`config.mk`:
```
export PLATFORM = sky130hd
export DESIGN_NAME = spec_load_buf
export DESIGN_NICKNAME = d
export VERILOG_FILES = /design/src/rtl/spec_load_buf.sv
export SDC_FILE = /design/constraint.sdc
export NUM_CORES = 1
export LEC_CHECK = 0
export BUFFER_PORTS_ARGS = -buffer_cell sky130_fd_sc_hd__buf_2
export CAP_MARGIN = 20
export CELL_PAD_IN_SITES_DETAIL_PLACEMENT = 2
export CELL_PAD_IN_SITES_GLOBAL_PLACEMENT = 2
export CORE_MARGIN = 2
export CORE_UTILIZATION = 47
export CTS_BUF_LIST = sky130_fd_sc_hd__clkbuf_4 sky130_fd_sc_hd__clkbuf_8 sky130_fd_sc_hd__clkbuf_16
export DETAILED_ROUTE_END_ITERATION = 10
export PLACE_DENSITY = 0.82
export SLEW_MARGIN = 30
export SYNTH_ARGS = -nofsm -noshare
export SYNTH_HDL_FRONTEND = slang
export SYNTH_SLANG_ARGS = --single-unit
```
`constraint.sdc`:
```
create_clock -name clk -period 4.95 [get_ports clk]
set_input_delay 0.2475 -clock clk [delete_from_list [all_inputs] [get_ports clk]]
set_output_delay 0.2475 -clock clk [all_outputs]
set_load 0.01 [all_outputs]
```
`src/rtl/spec_load_buf.sv`:
```
module spec_load_buf #(
  parameter int DEPTH      = 8,
  parameter int LINE_BYTES = 16,
  parameter int ADDR_W     = 32,
  localparam int IW = $clog2(DEPTH),
  localparam int PW = IW + 1,
  localparam int LW = ADDR_W - $clog2(LINE_BYTES),
  localparam int DW = LINE_BYTES * 8
) (
  input  logic                  clk,
  input  logic                  rst_n,
  input  logic                  mode_rc,
  input  logic                  alloc_valid,
  input  logic                  alloc_prefetch,
  output logic                  alloc_ready,
  output logic [IW-1:0]         alloc_idx,
  input  logic                  retire_valid,
  input  logic                  squash_valid,
  input  logic [IW-1:0]         squash_idx,
  input  logic                  res_valid,
  input  logic [IW-1:0]         res_idx,
  input  logic [LW-1:0]         res_line,
  input  logic                  res_safe,
  input  logic                  res_fence_older,
  output logic                  req_valid,
  output logic [IW-1:0]         req_idx,
  output logic [LW-1:0]         req_line,
  output logic                  req_invisible,
  input  logic                  fill_valid,
  input  logic [IW-1:0]         fill_idx,
  input  logic [DW-1:0]         fill_data,
  input  logic [LINE_BYTES-1:0] fill_mask,
  input  logic                  vis_done,
  input  logic [IW-1:0]         vis_idx,
  input  logic                  inv_valid,
  input  logic [LW-1:0]         inv_line,
  output logic [DEPTH-1:0]      sq_flag,
  output logic [PW-1:0]         count,
  input  logic [IW-1:0]         rd_idx,
  output logic                  rd_valid,
  output logic                  rd_performed,
  output logic                  rd_prefetch,
  output logic [1:0]            rd_state,
  output logic [DW-1:0]         rd_data,
  output logic [LINE_BYTES-1:0] rd_mask
);
  localparam logic [1:0] ST_N = 2'd0, ST_E = 2'd1, ST_V = 2'd2, ST_C = 2'd3;

  logic [PW-1:0]             head_p, tail_p;
  logic [DEPTH-1:0]          vld, perf, pref, kill;
  logic [DEPTH-1:0][1:0]     st;
  logic [LW-1:0]             tag  [DEPTH];
  logic [DW-1:0]             line [DEPTH];
  logic [LINE_BYTES-1:0]     bmask[DEPTH];

  logic [IW-1:0] head_idx, sq_off, res_off;
  logic          empty, full, alloc_fire, retire_fire, squash_fire, res_ok;
  logic          older_pending;
  logic [1:0]    res_state;
  logic [DEPTH-1:0][IW-1:0] off;

  assign head_idx    = head_p[IW-1:0];
  assign count       = tail_p - head_p;
  assign empty       = (count == '0);
  assign full        = (count == PW'(DEPTH));
  assign alloc_idx   = tail_p[IW-1:0];
  assign alloc_ready = !full && !squash_valid;
  assign alloc_fire  = alloc_valid && alloc_ready;
  assign retire_fire = retire_valid && !empty && !squash_valid;
  assign sq_off      = squash_idx - head_idx;
  assign squash_fire = squash_valid && (PW'(sq_off) < count);
  assign res_off     = res_idx - head_idx;
  assign res_ok      = res_valid && vld[res_idx];
  assign sq_flag     = kill;

  always_comb begin
    older_pending = 1'b0;
    for (int i = 0; i < DEPTH; i++) begin
      off[i] = IW'(i) - head_idx;
      if (vld[i] && !perf[i] && off[i] < res_off) older_pending = 1'b1;
    end
  end

  always_comb begin
    if (res_safe)     res_state = ST_N;
    else if (mode_rc) res_state = res_fence_older ? ST_V : ST_E;
    else              res_state = older_pending   ? ST_V : ST_E;
  end

  always_ff @(posedge clk) begin
    if (!rst_n) begin
      head_p <= '0;
      tail_p <= '0;
    end else begin
      if (retire_fire) head_p <= head_p + 1'b1;
      if (squash_fire)     tail_p <= head_p + PW'(sq_off);
      else if (alloc_fire) tail_p <= tail_p + 1'b1;
    end
  end

  always_ff @(posedge clk) begin
    if (!rst_n) begin
      vld  <= '0;
      perf <= '0;
      pref <= '0;
      kill <= '0;
      st   <= '0;
    end else begin
      for (int i = 0; i < DEPTH; i++) begin
        if (res_ok && res_idx == IW'(i)) st[i] <= res_state;
        if (fill_valid && fill_idx == IW'(i) && vld[i]) perf[i] <= 1'b1;
        if (vis_done && vis_idx == IW'(i) && vld[i] &&
            (st[i] == ST_E || st[i] == ST_V)) st[i] <= ST_C;
        if (inv_valid && vld[i] && st[i] == ST_V && tag[i] == inv_line)
          kill[i] <= 1'b1;
        if ((retire_fire && head_idx == IW'(i)) ||
            (squash_fire && vld[i] && off[i] >= sq_off)) begin
          vld[i]  <= 1'b0;
          kill[i] <= 1'b0;
        end
        if (alloc_fire && alloc_idx == IW'(i)) begin
          vld[i]  <= 1'b1;
          perf[i] <= 1'b0;
          pref[i] <= alloc_prefetch;
          kill[i] <= 1'b0;
          st[i]   <= ST_N;
        end
      end
    end
  end

  always_ff @(posedge clk) begin
    for (int i = 0; i < DEPTH; i++) begin
      if (res_ok && res_idx == IW'(i)) tag[i] <= res_line;
      if (fill_valid && fill_idx == IW'(i) && vld[i]) begin
        line[i]  <= fill_data;
        bmask[i] <= fill_mask;
      end
    end
  end

  always_ff @(posedge clk) begin
    if (!rst_n) begin
      req_valid     <= 1'b0;
      req_idx       <= '0;
      req_line      <= '0;
      req_invisible <= 1'b0;
    end else begin
      req_valid <= res_ok;
      if (res_ok) begin
        req_idx       <= res_idx;
        req_line      <= res_line;
        req_invisible <= !res_safe;
      end
    end
  end

  assign rd_valid     = vld[rd_idx];
  assign rd_performed = perf[rd_idx];
  assign rd_prefetch  = pref[rd_idx];
  assign rd_state     = st[rd_idx];
  assign rd_data      = line[rd_idx];
  assign rd_mask      = bmask[rd_idx];
endmodule


```
* Yosys cells after proc, flatten, opt, wreduce, memory -nomap -nowiden
Memories as Yosys holds them, arrays and structs flattened.
Index checks and enable logic that the tools add are counted.
** Word-level totals
- Bits in registers :: 89
- Bits in writable memories :: 1376
- Input port bits :: 228
- Memories :: 3
** Operators by class
- Add/sub/neg operators :: 14
- Magnitude comparators :: 19
- Equality and inequality tests :: 60
- Muxes and demuxes :: 151
- Bitwise operators :: 1
- Reductions and logical operators :: 214
** Memories
- line :: words 8, bits a word 128, rd ports 1, clocked after Yosys merged registers in 0, write ports 1, line 53 : logic [DW-1:0] line [DEPTH];
- tag :: words 8, bits a word 28, rd ports 8, clocked after Yosys merged registers in 0, write ports 1, line 52 : logic [LW-1:0] tag [DEPTH];
- bmask :: words 8, bits a word 16, rd ports 1, clocked after Yosys merged registers in 0, write ports 1, line 54 : logic [LINE_BYTES-1:0] bmask[DEPTH];
** Operators with widths (count)
- two-way mux 128 bit :: 7
- OR reduction 128 bit :: 7
- == test 28 bit :: 8
- two-way mux 28 bit :: 7
- OR reduction 28 bit :: 7
- logical AND 1 bit :: 126
- two-way mux 16 bit :: 7
- OR reduction 16 bit :: 7
- two-way mux 1 bit :: 81
- two-way mux 3 bit :: 21
- == test 3 bit, second input constant :: 20
- two-way mux 2 bit :: 21
- nonzero test 2 bit :: 17
- == test 3 x 2 -> 1 bit, second input constant :: 10
- >= comparator 3 bit :: 8
- < comparator 3 bit :: 8
- OR reduction 3 bit :: 8
- == test 2 x 1 -> 1 bit, second input constant :: 8
- == test 2 bit, second input constant :: 8
- logical OR 1 bit :: 16
- OR reduction 2 bit :: 8
- == test 3 x 1 -> 1 bit, second input constant :: 5
- logical NOT 3 bit :: 5
- binary-select mux 1 bit (select 3 bit) :: 4
- 15 further kinds :: 35

* Depth between registers and ports, before layout
Gate-level depths: netlist (run 1).
- Depth after elaboration :: 16
- Mapped depth :: 14

* Worst setup path before layout (run 1)
No wires, ideal clock.
- Path type :: register -> register
- Start :: register vld[4]
- End :: register st[8] in the netlist's numbering
- Setup time :: 0.326 ns
- Arrival :: 4.156 ns
- Setup slack :: 0.468 ns
- Stages on the path, launching flop included :: 4
- Path buffers :: 1
- Cell sequence :: dfxtp_1 > clkbuf_1 > nor4b_1 > a311oi_2
** On the way
- Word-level cells in the longest chain between the ends :: 11
- Elaborated cells on any way between the ends :: 18
** Ends and longest elaborated chain
- start: declaration :: line 50 : logic [DEPTH-1:0] vld, perf, pref, kill;
- start signal: assignment :: line 103 : vld <= '0;
- start signal: indexed assignment :: line 118 : vld[i] <= 1'b0;
- start signal: indexed assignment :: line 122 : vld[i] <= 1'b1;
- logical AND 1 bit (2 in series) :: line 80 : if (vld[i] && !perf[i] && off[i] < res_off) older_pending = 1'b1;
- two-way mux 1 bit (4 in series) :: line 80
- two-way mux 2 bit :: line 87 : else res_state = older_pending ? ST_V : ST_E;
- two-way mux 2 bit :: line 86 : else if (mode_rc) res_state = res_fence_older ? ST_V : ST_E;
- two-way mux 2 bit :: line 85 : if (res_safe) res_state = ST_N;
- two-way mux 2 bit :: line 110 : if (res_ok && res_idx == IW'(i)) st[i] <= res_state;
- two-way mux 2 bit :: line 112 : if (vis_done && vis_idx == IW'(i) && vld[i] &&
- end signal: indexed assignment :: line 110
- end: declaration :: line 51 : logic [DEPTH-1:0][1:0] st;
Several ways; a longest one is shown, not always the timed one. The select of a mux whose other input is x is not followed.
A chain may end at the register's enable or synchronous reset.

* Final worst setup path (run 1)
- Start :: register head_p[1]
- End :: register st[14] in the netlist's numbering
** On the way
- Word-level cells in the longest chain between the ends :: 16
- Elaborated cells on any way between the ends :: 45
** Ends and longest elaborated chain
- start: declaration :: line 49 : logic [PW-1:0] head_p, tail_p;
- start signal: assignment :: line 95 : if (retire_fire) head_p <= head_p + 1'b1;
- subtractor 1 x 3 -> 3 bit / subtractor 3 bit (equally long branches) :: line 79, 72
- < comparator 3 bit :: line 80
- logical AND 1 bit :: line 80
- two-way mux 1 bit (8 in series) :: line 80
- two-way mux 2 bit :: line 87
- two-way mux 2 bit :: line 86
- two-way mux 2 bit :: line 85
- two-way mux 2 bit :: line 110
- two-way mux 2 bit :: line 112
Several ways; a longest one is shown, not always the timed one. The select of a mux whose other input is x is not followed.

==> summary.md, run 1 <==
| Metric | Value |
|---|---|
| Die Y | `355 um` |
| Initial antenna violation count | `26` |
| Post-synth EDFFs | `1376` |
| Postcts setup bufs | `0` |
| Drt total wl | `231000 um` |
| Seq/Total Area, Yosys | `74.6%` |
| CP cell instances | `buf_4 -> inv_1 -> fa_1 -> xnor2_4 -> xnor2_1 -> buf_4 -> ha_1 -> nand2b_1 -> o2111ai_1 -> nor2_1 -> a221oi_1 -> nand4_2 -> a21o_2 -> a311oi_1 -> dlygate4sd3_1` |
| TritonCTS buffer count | `154` |
| Critical path capture point | `st[14]` |
| Max VDD drop | `378 uV` |
| Post-Synth XOR/XNOR Area | `3.64%` |
| First-pass GRT wire length | `306000 um` |
| Combinational Power Share | `8.8%` |
| F_max | `212 MHz` |
| H-tree Lvls | `4` |
| Tmin final | `4.72 ns` |
| Max-Cap Viols | `0` |
| Hold Path Class | `primary input to flop` |
| Synth Warn # | `0` |
| Dominant synthesized flop cell | `edfxtp_1` |
| Crit-path max cell delay | `0.60 ns` |
| Pre-CTS WS | `0.763 ns` |
| Drt pass-1 iters | `5` |
| Instance count on the critical path | `15` |
| Row cnt | `128` |
| Compound-Gate Fraction of Synth Area | `1.13%` |
| Top cell type's share of synthesized area | `71.5%` |
| Wire per inst | `44.0 um` |
| Mux cell area share after synthesis | `15.3%` |
| Reg-to-reg slack, setup | `0.23 ns` |
| Largest net degree at the start of global routing | `88` |
| Clock Sinks | `1465` |
| Slew headroom | `38.0%` |
| Post-route cell area | `0.0692 mm^2` |
| Cell family with most CP delay | `compound AO/OA/AOI/OAI gates` |
| Syn nets | `3094` |
| Synthesized area | `0.0578 mm^2` |
| Synthesis-stage register bit count | `1465` |
| Number of global-route vias before repair | `35900` |
| DR iter-0 viols | `4485` |
| Final setup fails | `0` |
| Setup CP Type | `flop to flop` |
| Most common cell in the netlist | `edfxtp_1` |
| Fill cells | `10000` |
| Antenna viol nets, final | `0` |
| Clk network pwr share | `44.2%` |
| Max clock buf depth | `3` |
| Setup WS post-layout | `0.229 ns` |
| DR vias | `33800` |
| Finished Layout Cells | `5254` |
| Pwr Total | `29.2 mW` |
| Min-delay src | `vis_done` |
| Sequential Power Share | `47.0%` |
| Max FO, Critical Path | `10` |
| Critical R2R Launch | `head_p[1]` |
| # IOs | `426` |
| Final nets | `3771` |
| DIE AREA | `0.126 mm^2` |
| DRC violations left | `0` |
| Switch share | `26.2%` |
| DR vias/cell | `6.43` |
| Fin crit share | `95.4%` |
| Share of post-route cells with drive strength above 1 | `33.4%` |
| Crit-path slowest cell | `dlygate4sd3_1` |
| CTS tree | `yes` |
| Clk_lat worst skew | `0.85 ns` |
| Core Footprint | `0.122 mm^2` |
| Hpwl dp | `118000 um` |
| Post-synthesis adder-cell area fraction | `1.27%` |
| Critical R2R Capture | `st[14]` |
| Area of placed instances | `0.0621 mm^2` |
| PD cells | `421 mW/mm^2` |
| Net switching power | `7.65 mW` |
| Cell Int Power | `21.5 mW` |
| Syn Inst Count | `2810` |
| Worst-path clk slew | `0.07 ns` |
| Synth Area in Simple Gates | `2.76%` |
| Nature of the critical path startpoint | `flop` |
| Final GP Congestion | `0.876` |
| Final Max Slew Viols | `0` |
| Hold_ws | `0.0549 ns` |
| CTS root buf | `clkbuf_16` |
| Synth-to-layout area growth | `19.8%` |
| Outcome | `completed` |
| Post-synth top cells | `edfxtp_1 (1376), mux4_2 (300), xnor2_1 (205)` |
| Chip Width | `355 um` |
| Critical Path Start | `head_p[1]` |
| Dominant cell type by area after synthesis | `edfxtp_1` |
| Clock skew | `0.0563 ns` |
| Initial Util | `47.4%` |
| GRT overflow | `0` |
| Cells after DPL | `4766` |
| FFs w/ async S/R, synth | `0%` |
| Count of final hold-check violations | `0` |
| GRT Total Usage | `35.4%` |
| Leakage | `23.1 nW` |
| Top cells by area, synth | `edfxtp_1 (72%), mux4_2 (12%), xnor2_1 (3.1%), dfxtp_1 (3.1%), mux2_2 (2.9%)` |
| Bufs and invs on worst path | `4` |
| Crit-path most repeated cell | `buf_4` |
| Main combinational cell family by area after synthesis | `multiplexers` |
| Worst slew pin tran | `0.922 ns` |
| Syn Area/Cell | `20.6 um^2` |
| Worst EP arrival | `5.50 ns` |
| Critical Path End Type | `flop` |
| I/O Buffers | `425` |
| Reg2reg path depth | `15` |
| Post-synthesis cell type count | `66` |
| Crit path required time | `5.72 ns` |
[logic make-up (layout without fill, tap and decap cells)]
family | Yosys count | in the layout
buffers and inverters | 177 | 980
AO/OA/AOI/OAI | 97 | 97
adder cells (fa/ha/maj) | 56 | 56
flip-flops | 1465 | 1465
XOR/XNOR | 238 | 238
AND/OR/NAND/NOR | 288 | 288
other | 0 | 16
multiplexers | 489 | 489
[worst reg2reg max path, stage by stage (launching register included)]
cell           delay [ns]
dfxtp_1              0.30
buf_4                0.18
inv_1                0.28
fa_1                 0.58
xnor2_4              0.19
xnor2_1              0.14
buf_4                0.16
ha_1                 0.34
nand2b_1             0.16
o2111ai_1            0.23
nor2_1               0.08
a221oi_1             0.28
nand4_2              0.40
a21o_2               0.44
a311oi_1             0.36
dlygate4sd3_1        0.60
[layout by cell type (no fill, tap or decap), types with 19 or more instances in the layout]
cell type,count
ha_1,52
clkbuf_4,29
clkinv_2,22
buf_2,422
buf_4,22
nor2b_1,20
dfxtp_1,89
nand3_1,19
clkbuf_16,157
mux2i_1,39
mux2_2,150
nor2_1,66
mux4_2,300
buf_12,24
nand2_1,35
edfxtp_1,1376
inv_1,35
dlygate4sd3_1,189
nor4_1,19
clkinv_1,36
nand4_1,56
xnor2_1,205
a21oi_1,28
xor2_1,32
[state kept, by name, summed over array words and instances (netlist names)]
register,flops
line,1024
tag,224
bmask,128
req_line,28
st,16
perf,8
pref,8
sq_flag,8
vld,8
head_p,4
tail_p,4
req_idx,3
req_invisible,1
req_valid,1
[routing by layer]
metal | global-route usage, % | up-vias | routed length [um]
met2 | 62.5 | 2317 | 121000
met4 | 14.0 | 26 | 10700
met5 | 0 | - | 171
li1 | - | 12700 | -
met1 | 42.8 | 18200 | 80200
met3 | 7.06 | 518 | 19300
[metrics by stage]
step / setup TNS, ns / utilization [%]
2_1_floorplan: 0 / -
3_3_place_gp: 0 / 50.9
3_5_place_dp: 0 / 50.9
4_1_cts: 0 / 56.7
5_1_grt: -0.000987 / 56.8
6_report: 0 / 56.8
[how the worst min path moves through the flow]
stage             endpoint  slack [ns]  cells after the start
2_1_floorplan  bmask[0][0]        0.35                      0
3_5_place_dp       pref[3]        0.47                      2
4_1_cts              st[5]       0.005                      4
3_3_place_gp       pref[3]        0.45                      2
5_1_grt            pref[3]        0.06                      5
6_report             st[5]        0.05                      4
[layout make-up]
type	instances	area [um^2]	area share [%]
diodes	16	40.0	0.0578
clock buffers	189	4190	6.05
clock inverters	93	968	1.40
inverters	37	146	0.211
multi-input cells	1168	14000	20.3
flip-flops and latches	1465	43100	62.3
well taps	1625	2030	2.94
repair buffers	661	4720	6.82
[power groups by stage]
stage	registers, mW	clock network [mW]	logic (mW)
6_report	13.7	12.9	2.58
5_1_grt	13.7	13.3	2.71
4_1_cts	13.7	12.4	2.45
3_5_place_dp	14.0	0	2.25
3_3_place_gp	13.9	0	2.10
2_1_floorplan	13.9	0	1.32
[what timing repair did]
item,4_1_cts,5_1_grt
hold endpoints to repair,1443,0
resized for setup,0,0
endpoints found under the setup margin,0,0
hold buffers,189,0
No activity file was read; power rests on OpenSTA's default activity.
==> run 2, diff against run 1 <==
==> constraint.sdc (replaced) <==
create_clock -name clk -period 4.45 [get_ports clk]
set_input_delay 0.2225 -clock clk [delete_from_list [all_inputs] [get_ports clk]]
set_output_delay 0.2225 -clock clk [all_outputs]
set_load 0.01 [all_outputs]
==> run 2 against run 1 <==
Against the previous run:
- the run now fails in 3_5_place_dp
- synthesized area unchanged
- synthesized cell count unchanged
==> summary.md, run 2 <==
| Metric | Value |
|---|---|
| Outcome | `aborted with a tool error` |
| Stopped at | `3_5_place_dp` |
| Halt Reason | `[ERROR DPL-0033] detailed placement checks failed during check placement.` |
| Initial Util | `47.4%` |
| Synth Warn # | `0` |
| Post-synth top cells | `edfxtp_1 (1376), mux4_2 (300), xnor2_1 (205)` |
| Post-synthesis cell type count | `66` |
| Dominant cell type by area after synthesis | `edfxtp_1` |
| Synthesis-stage register bit count | `1465` |
| Hpwl dp | `120000 um` |
| Syn Inst Count | `2810` |
| Dominant synthesized flop cell | `edfxtp_1` |
| Final GP Congestion | `0.864` |
| FFs w/ async S/R, synth | `0%` |
| Top cells by area, synth | `edfxtp_1 (72%), mux4_2 (12%), xnor2_1 (3.1%), dfxtp_1 (3.1%), mux2_2 (2.9%)` |
| I/O Buffers | `425` |
| Most common cell in the netlist | `edfxtp_1` |
| Row cnt | `128` |
| Syn nets | `3094` |
| Chip Width | `355 um` |
| Top cell type's share of synthesized area | `71.5%` |
| Synthesized area | `0.0578 mm^2` |
| # IOs | `426` |
| Seq/Total Area, Yosys | `74.6%` |
| Die Y | `355 um` |
| Post-synth EDFFs | `1376` |
| Syn Area/Cell | `20.6 um^2` |
run 2: cell counts after synthesis:
No cell type changed its count.
run 2: stage by stage:
stage             setup WS (ns)  std cells  hold WS, ns  instance area, um^2
floorplan                0.0143       2810        0.321                57800
global placement          0.709       4788        0.452                62200
run 2: logic make-up after synthesis:
| family | count (synthesis) | synth area share (%) |
|---|---|---|
| XOR/XNOR | 238 | 3.64 |
| flip-flops | 1465 | 74.6 |
| AND/OR/NAND/NOR | 288 | 2.76 |
| adder cells (fa/ha/maj) | 56 | 1.27 |
| buffers and inverters | 177 | 1.28 |
| multiplexers | 489 | 15.3 |
| AO/OA/AOI/OAI | 97 | 1.13 |
==> run 3, diff against run 2 <==
==> config.mk (replaced) <==
export PLATFORM = sky130hd
export DESIGN_NAME = spec_load_buf
export DESIGN_NICKNAME = d
export VERILOG_FILES = /design/src/rtl/spec_load_buf.sv
export SDC_FILE = /design/constraint.sdc
export NUM_CORES = 1
export LEC_CHECK = 0
export BUFFER_PORTS_ARGS = -buffer_cell sky130_fd_sc_hd__buf_2
export CAP_MARGIN = 20
export CORE_MARGIN = 2
export CORE_UTILIZATION = 35
export DETAILED_ROUTE_END_ITERATION = 10
export PLACE_DENSITY_LB_ADDON = 0.15
export SLEW_MARGIN = 30
export SYNTH_ARGS = -nofsm -noshare
export SYNTH_HDL_FRONTEND = slang
export SYNTH_SLANG_ARGS = --single-unit
==> run 3 against run 2 <==
Against the previous run:
- the flow now finishes without violations
==> summary.md, run 3 (synthesis results as in run 1) <==
| Metric | Value |
|---|---|
| Setup WS post-layout | `0.439 ns` |
| DRC violations left | `0` |
| Outcome | `completed` |
| Switch share | `22.7%` |
| Final GP Congestion | `0.792` |
| First-pass GRT wire length | `217000 um` |
| Largest regs | `line (1024), tag (224), bmask (128)` |
| M1 wire length | `63100 um` |
| Max clock buf depth | `3` |
| Cell Int Power | `23.6 mW` |
| GRT Total Usage | `17.8%` |
| Routed wl met3 | `7700 um` |
| Slew headroom | `32.6%` |
| Wire per inst | `25.6 um` |
| Final setup fails | `0` |
| Tmin final | `4.01 ns` |
| I/O Buffers | `425` |
| Net switching power | `6.93 mW` |
| CTS tree | `yes` |
| Max-Cap Viols | `0` |
| PD cells | `434 mW/mm^2` |
| GRT overflow | `0` |
| # IOs | `426` |
| Postcts setup bufs | `0` |
| Max FFs per register | `1024` |
| Core Footprint | `0.164 mm^2` |
| Sequential Power Share | `49.8%` |
| Final Core Density | `42.8%` |
| H-tree Lvls | `4` |
| Clock Sinks | `1465` |
| Min-delay src | `squash_idx[1]` |
| Critical R2R Capture | `st[15]` |
| DR vias/cell | `4.99` |
| Fill cells | `14400` |
| RSZ-0062 raised after global routing | `no` |
| DR vias | `29300` |
| Setup CP Type | `flop to flop` |
| Register bank with the most flops | `line` |
| Commonest cells after routing, fill and taps aside | `edfxtp_1 (1376), buf_2 (422), mux4_2 (300), xnor2_1 (204), dlygate4sd3_1 (195)` |
| Worst hold path endpoint | `tail_p[2]` |
| Share of post-route cells with drive strength above 1 | `33.2%` |
| Max VDD drop | `379 uV` |
| F_max | `249 MHz` |
| Crit path required time | `5.11 ns` |
| Fin crit share | `90.1%` |
| Top sig layer | `met5` |
| Initial antenna violation count | `17` |
| Worst EP arrival | `4.67 ns` |
| Leakage | `23.3 nW` |
| Pwr Total | `30.6 mW` |
| Drt total wl | `150000 um` |
| Multi-input logic area | `0.0140 mm^2` |
| Critical R2R Launch | `head_p[0]` |
| Synth-to-layout area growth | `21.9%` |
| Row cnt | `149` |
| Min-Delay Path Depth | `5` |
| Worst-path clk slew | `0.06 ns` |
| Combinational Power Share | `8.3%` |
| Hpwl dp | `92600 um` |
| Metal2 WL | `75700 um` |
| Initial Util | `35.1%` |
| Count of final hold-check violations | `0` |
| Antenna viol nets, final | `0` |
| Die Y | `410 um` |
| CTS root buf | `clkbuf_16` |
| Most common cell after layout, fill and taps aside | `edfxtp_1` |
| Final nets | `3827` |
| Largest net degree at the start of global routing | `73` |
| Number of global-route vias before repair | `31300` |
| Setup Total Neg Slack | `0 ns` |
| Worst slew pin tran | `1.00 ns` |
| Drt pass-1 iters | `5` |
| Clock skew | `0.0429 ns` |
| Reg area | `0.0431 mm^2` |
| Hold Path Class | `primary input to flop` |
| Max FO, Critical Path | `8` |
| DIE AREA | `0.168 mm^2` |
| TritonCTS buffer count | `163` |
| DR iter-0 viols | `1868` |
| Reg2reg path depth | `15` |
| Critical Path End Type | `flop` |
| Pre-CTS WS | `0.596 ns` |
| Reg-to-reg slack, setup | `0.44 ns` |
| Clk network pwr share | `41.9%` |
| Nature of the critical path startpoint | `flop` |
| Chip Width | `410 um` |
| Clk_lat worst skew | `0.81 ns` |
| Final Max Slew Viols | `0` |
run 3: stage by stage:
step | hold WS [ns] | cells | area, um^2
after global routing | 0.0795 | 5867 | 70400
after detailed placement | 0.462 | 5371 | 63300
after global placement | 0.448 | 5367 | 63200
after CTS | 0.00841 | 5860 | 70300
final | 0.0828 | 5867 | 70400
after floorplan | 0.321 | 2810 | 57800
run 3: what timing repair did:
action,in CTS,in global routing
setup endpoints to repair,0,1
resized for setup,0,1
endpoints found under the hold margin,1449,0
hold buffers,195,0
run 3: metal layers:
| metal | vias up | GRT usage, % |
|---|---|---|
| li1 | 12900 | - |
| met3 | 239 | 4.11 |
| met2 | 683 | 30.3 |
| met4 | 16 | 5.03 |
| met1 | 15500 | 22.8 |
| met5 | - | 0 |
run 3: worst max-delay path by stage:
stage                from          end  slack, ns  depth (start not counted)
6_report        head_p[0]       st[15]       0.44                         15
3_5_place_dp   res_idx[0]       st[12]       0.60                         14
3_3_place_gp   res_idx[0]        st[4]       0.57                         14
2_1_floorplan      vld[3]  bmask[3][0]       0.01                          2
4_1_cts         head_p[0]       st[15]       0.26                         15
5_1_grt         head_p[0]       st[15]       0.16                         15
run 3: worst max-delay path, cell delays in order (launching register included):
cell	delay (ns)
dfxtp_1	0.32
nor2b_1	0.34
inv_1	0.13
fa_1	0.47
xnor2_4	0.19
xnor2_2	0.31
ha_1	0.32
nand2b_1	0.16
o2111ai_1	0.23
nor2_1	0.07
a221oi_1	0.26
nand4_2	0.18
buf_4	0.20
nand3_1	0.08
a31oi_1	0.08
dlygate4sd3_1	0.55
run 3: final cells by class:
class                      instances  share of cell area (%)
clock buffer                     205                    6.16
clock inverter                    89                    1.11
tap                             2189                    3.89
inverter                          37                   0.204
antenna                            6                  0.0213
sequential                      1465                    61.2
multi-input combinational       1168                    19.9
timing repair buffer             708                    7.47
run 3: power by group through the flow:
stage / logic (mW) / registers (mW) / clock network [mW]
finish: 2.54 / 15.2 / 12.8
global route: 2.79 / 15.2 / 13.7
CTS: 2.58 / 15.2 / 13.2
detailed placement: 2.41 / 15.5 / 0
global placement: 2.39 / 15.5 / 0
floorplan: 1.47 / 15.5 / 0
==> run 4, diff against run 3 <==
--- a/config.mk
+++ b/config.mk
@@ -9,8 +9,10 @@
 export CAP_MARGIN = 20
 export CORE_MARGIN = 2
 export CORE_UTILIZATION = 35
+export CTS_BUF_LIST = sky130_fd_sc_hd__clkbuf_4
 export DETAILED_ROUTE_END_ITERATION = 10
 export PLACE_DENSITY_LB_ADDON = 0.15
+export SETUP_SLACK_MARGIN = 0.02
 export SLEW_MARGIN = 30
 export SYNTH_ARGS = -nofsm -noshare
 export SYNTH_HDL_FRONTEND = slang
==> run 4 against run 3 <==
Against the previous run:
- global-route usage is 0.89 points higher
- critical endpoint is now pref[0]
- non-clock buffer count is 231 higher
- sequential share of layout area is 1.7 points lower
- final cell count is 11% higher
- die area stayed put
- count of clock-buffer cells in the layout is 361 higher
- largest cell class unchanged
==> summary.md, run 4 (synthesis results as in run 1) <==
| Metric | Value |
|---|---|
| Tmin final | `4.25 ns` |
| Setup CP Type | `flop to flop` |
| Crit path required time | `5.65 ns` |
| Chip Width | `410 um` |
| Crit-path max cell delay | `0.58 ns` |
| Drt total wl | `157000 um` |
| Max VDD drop | `241 uV` |
| Worst EP arrival | `5.45 ns` |
| Clk_lat worst skew | `1.37 ns` |
| Synth-to-layout area growth | `25.3%` |
| Crit-path most repeated cell | `dlygate4sd3_1` |
| Worst-path clk slew | `0.08 ns` |
| Largest net degree at the start of global routing | `89` |
| Max FO, Critical Path | `13` |
| Setup WS post-layout | `0.195 ns` |
| Core Footprint | `0.164 mm^2` |
| Postcts setup bufs | `0` |
| Die Y | `410 um` |
| DR vias/cell | `4.89` |
| F_max | `235 MHz` |
| Cell family with most CP delay | `buffers and inverters` |
| Clock skew | `0.147 ns` |
| H-tree Lvls | `5` |
| Count of final hold-check violations | `0` |
| Max FFs per register | `1024` |
| Final Max Slew Viols | `0` |
| DR iter-0 viols | `1978` |
| Worst slew pin tran | `1.01 ns` |
| Crit-path slowest cell | `dlygate4sd3_1` |
| Slew headroom | `31.9%` |
| First-pass GRT wire length | `228000 um` |
| Final GP Congestion | `0.831` |
| Bufs and invs on worst path | `6` |
| Leakage | `24.6 nW` |
| RSZ-0062 raised after global routing | `no` |
| Drt pass-1 iters | `5` |
| CTS tree | `yes` |
| # IOs | `426` |
| I/O Buffers | `425` |
| Pre-CTS WS | `0.573 ns` |
| Setup Total Neg Slack | `0 ns` |
| Final setup fails | `0` |
| Outcome | `completed` |
| DR vias | `31700` |
| Register bank with the most flops | `line` |
| GRT overflow | `0` |
| Nature of the critical path startpoint | `flop` |
| Clock Sinks | `1465` |
| Number of global-route vias before repair | `34500` |
| Share of post-route cells with drive strength above 1 | `36.8%` |
| Max clock buf depth | `4` |
| GRT Total Usage | `18.7%` |
| Largest regs | `line (1024), tag (224), bmask (128)` |
| Row cnt | `149` |
| Wire per inst | `24.2 um` |
| Initial Util | `35.1%` |
| Hold Path Class | `primary input to flop` |
| Commonest cells after routing, fill and taps aside | `edfxtp_1 (1376), clkbuf_4 (566), dlygate4sd3_1 (446), buf_2 (422), mux4_2 (300)` |
| CP cell instances | `buf_4 -> ha_1 -> inv_1 -> fa_1 -> xor2_1 -> nor3_1 -> a311oi_2 -> dlygate4sd3_1 -> buf_4 -> and3_2 -> mux2i_1 -> dlygate4sd3_1 -> nor2_1 -> dlygate4sd3_1` |
| Hpwl dp | `91300 um` |
| DIE AREA | `0.168 mm^2` |
| DRC violations left | `0` |
| Initial antenna violation count | `18` |
| Fin crit share | `95.6%` |
| Most common cell after layout, fill and taps aside | `edfxtp_1` |
| Final nets | `4296` |
| Max-Cap Viols | `0` |
| PD cells | `406 mW/mm^2` |
| CTS root buf | `clkbuf_4` |
| Fill cells | `14600` |
| TritonCTS buffer count | `401` |
| Critical Path End Type | `flop` |
| Antenna viol nets, final | `0` |
-- run 4: cell types whose count changed in the layout (fill, tap and decap cells not counted), moves of 9 or more --
cell	change
clkbuf_1	-34
clkbuf_16	-165
diode_2	+9
dlygate4sd3_1	+251
buf_4	-15
clkbuf_4	+565
clkinv_1	+41
-- run 4: timing repair --
item / in CTS / in global routing
hold buffers: 447 / 0
endpoints found under the hold margin: 2738 / 0
endpoints found under the setup margin: 0 / 9
gates resized for setup: 0 / 2
-- run 4: final timing paths --
kind	end	slack (ns)	startpoint	cells past startpoint
min reg2reg	pref[7]	0.48	pref[7]	2
max reg2reg	pref[0]	0.20	head_p[0]	14
min	pref[2]	0.20	rst_n	5
max	pref[0]	0.20	head_p[0]	14
-- run 4: worst min-delay path, stage by stage --
cell	delay [ns]
dlygate4sd3_1	0.52
buf_2	0.17
clkinv_1	0.07
buf_4	0.30
nor2_1	0.16
-- run 4: metrics by stage --
stage | instances | instance area [um^2] | power [mW] | hold slack, ns | utilization, %
6_report | 6492 | 72400 | 29.4 | 0.197 | 44.0
5_1_grt | 6490 | 72400 | 30.8 | 0.0955 | 44.0
4_1_cts | 6476 | 72300 | 29.9 | 0.0128 | 44.0
3_5_place_dp | 5350 | 63000 | 17.9 | 0.464 | 38.3
3_3_place_gp | 5349 | 63000 | 17.9 | 0.461 | 38.3
2_1_floorplan | 2810 | 57800 | 17.0 | 0.321 | -
-- run 4: final cells by class --
| class | instances | area (um^2) | area share (%) |
|---|---|---|---|
| tap | 2189 | 2740 | 3.78 |
| timing repair buffer | 939 | 7560 | 10.4 |
| inverter | 37 | 146 | 0.202 |
| clock buffer | 566 | 4250 | 5.87 |
| sequential | 1465 | 43100 | 59.5 |
| multi-input combinational | 1168 | 14000 | 19.4 |
| antenna | 15 | 37.5 | 0.0518 |
| clock inverter | 113 | 539 | 0.745 |
-- run 4: power breakdown --
part	total [mW]	switching, mW	internal (mW)
combinational	2.75	1.50	1.25
sequential	15.2	0.0805	15.1
clock	11.4	5.42	5.99
-- run 4: routing by layer --
metal	up-vias	global-route usage, %	share of wire, %
met3	254	4.71	6.2
met2	994	32.0	51
li1	14100	-	-
met5	-	0	0.057
met1	16400	23.1	41
met4	14	6.19	2.2
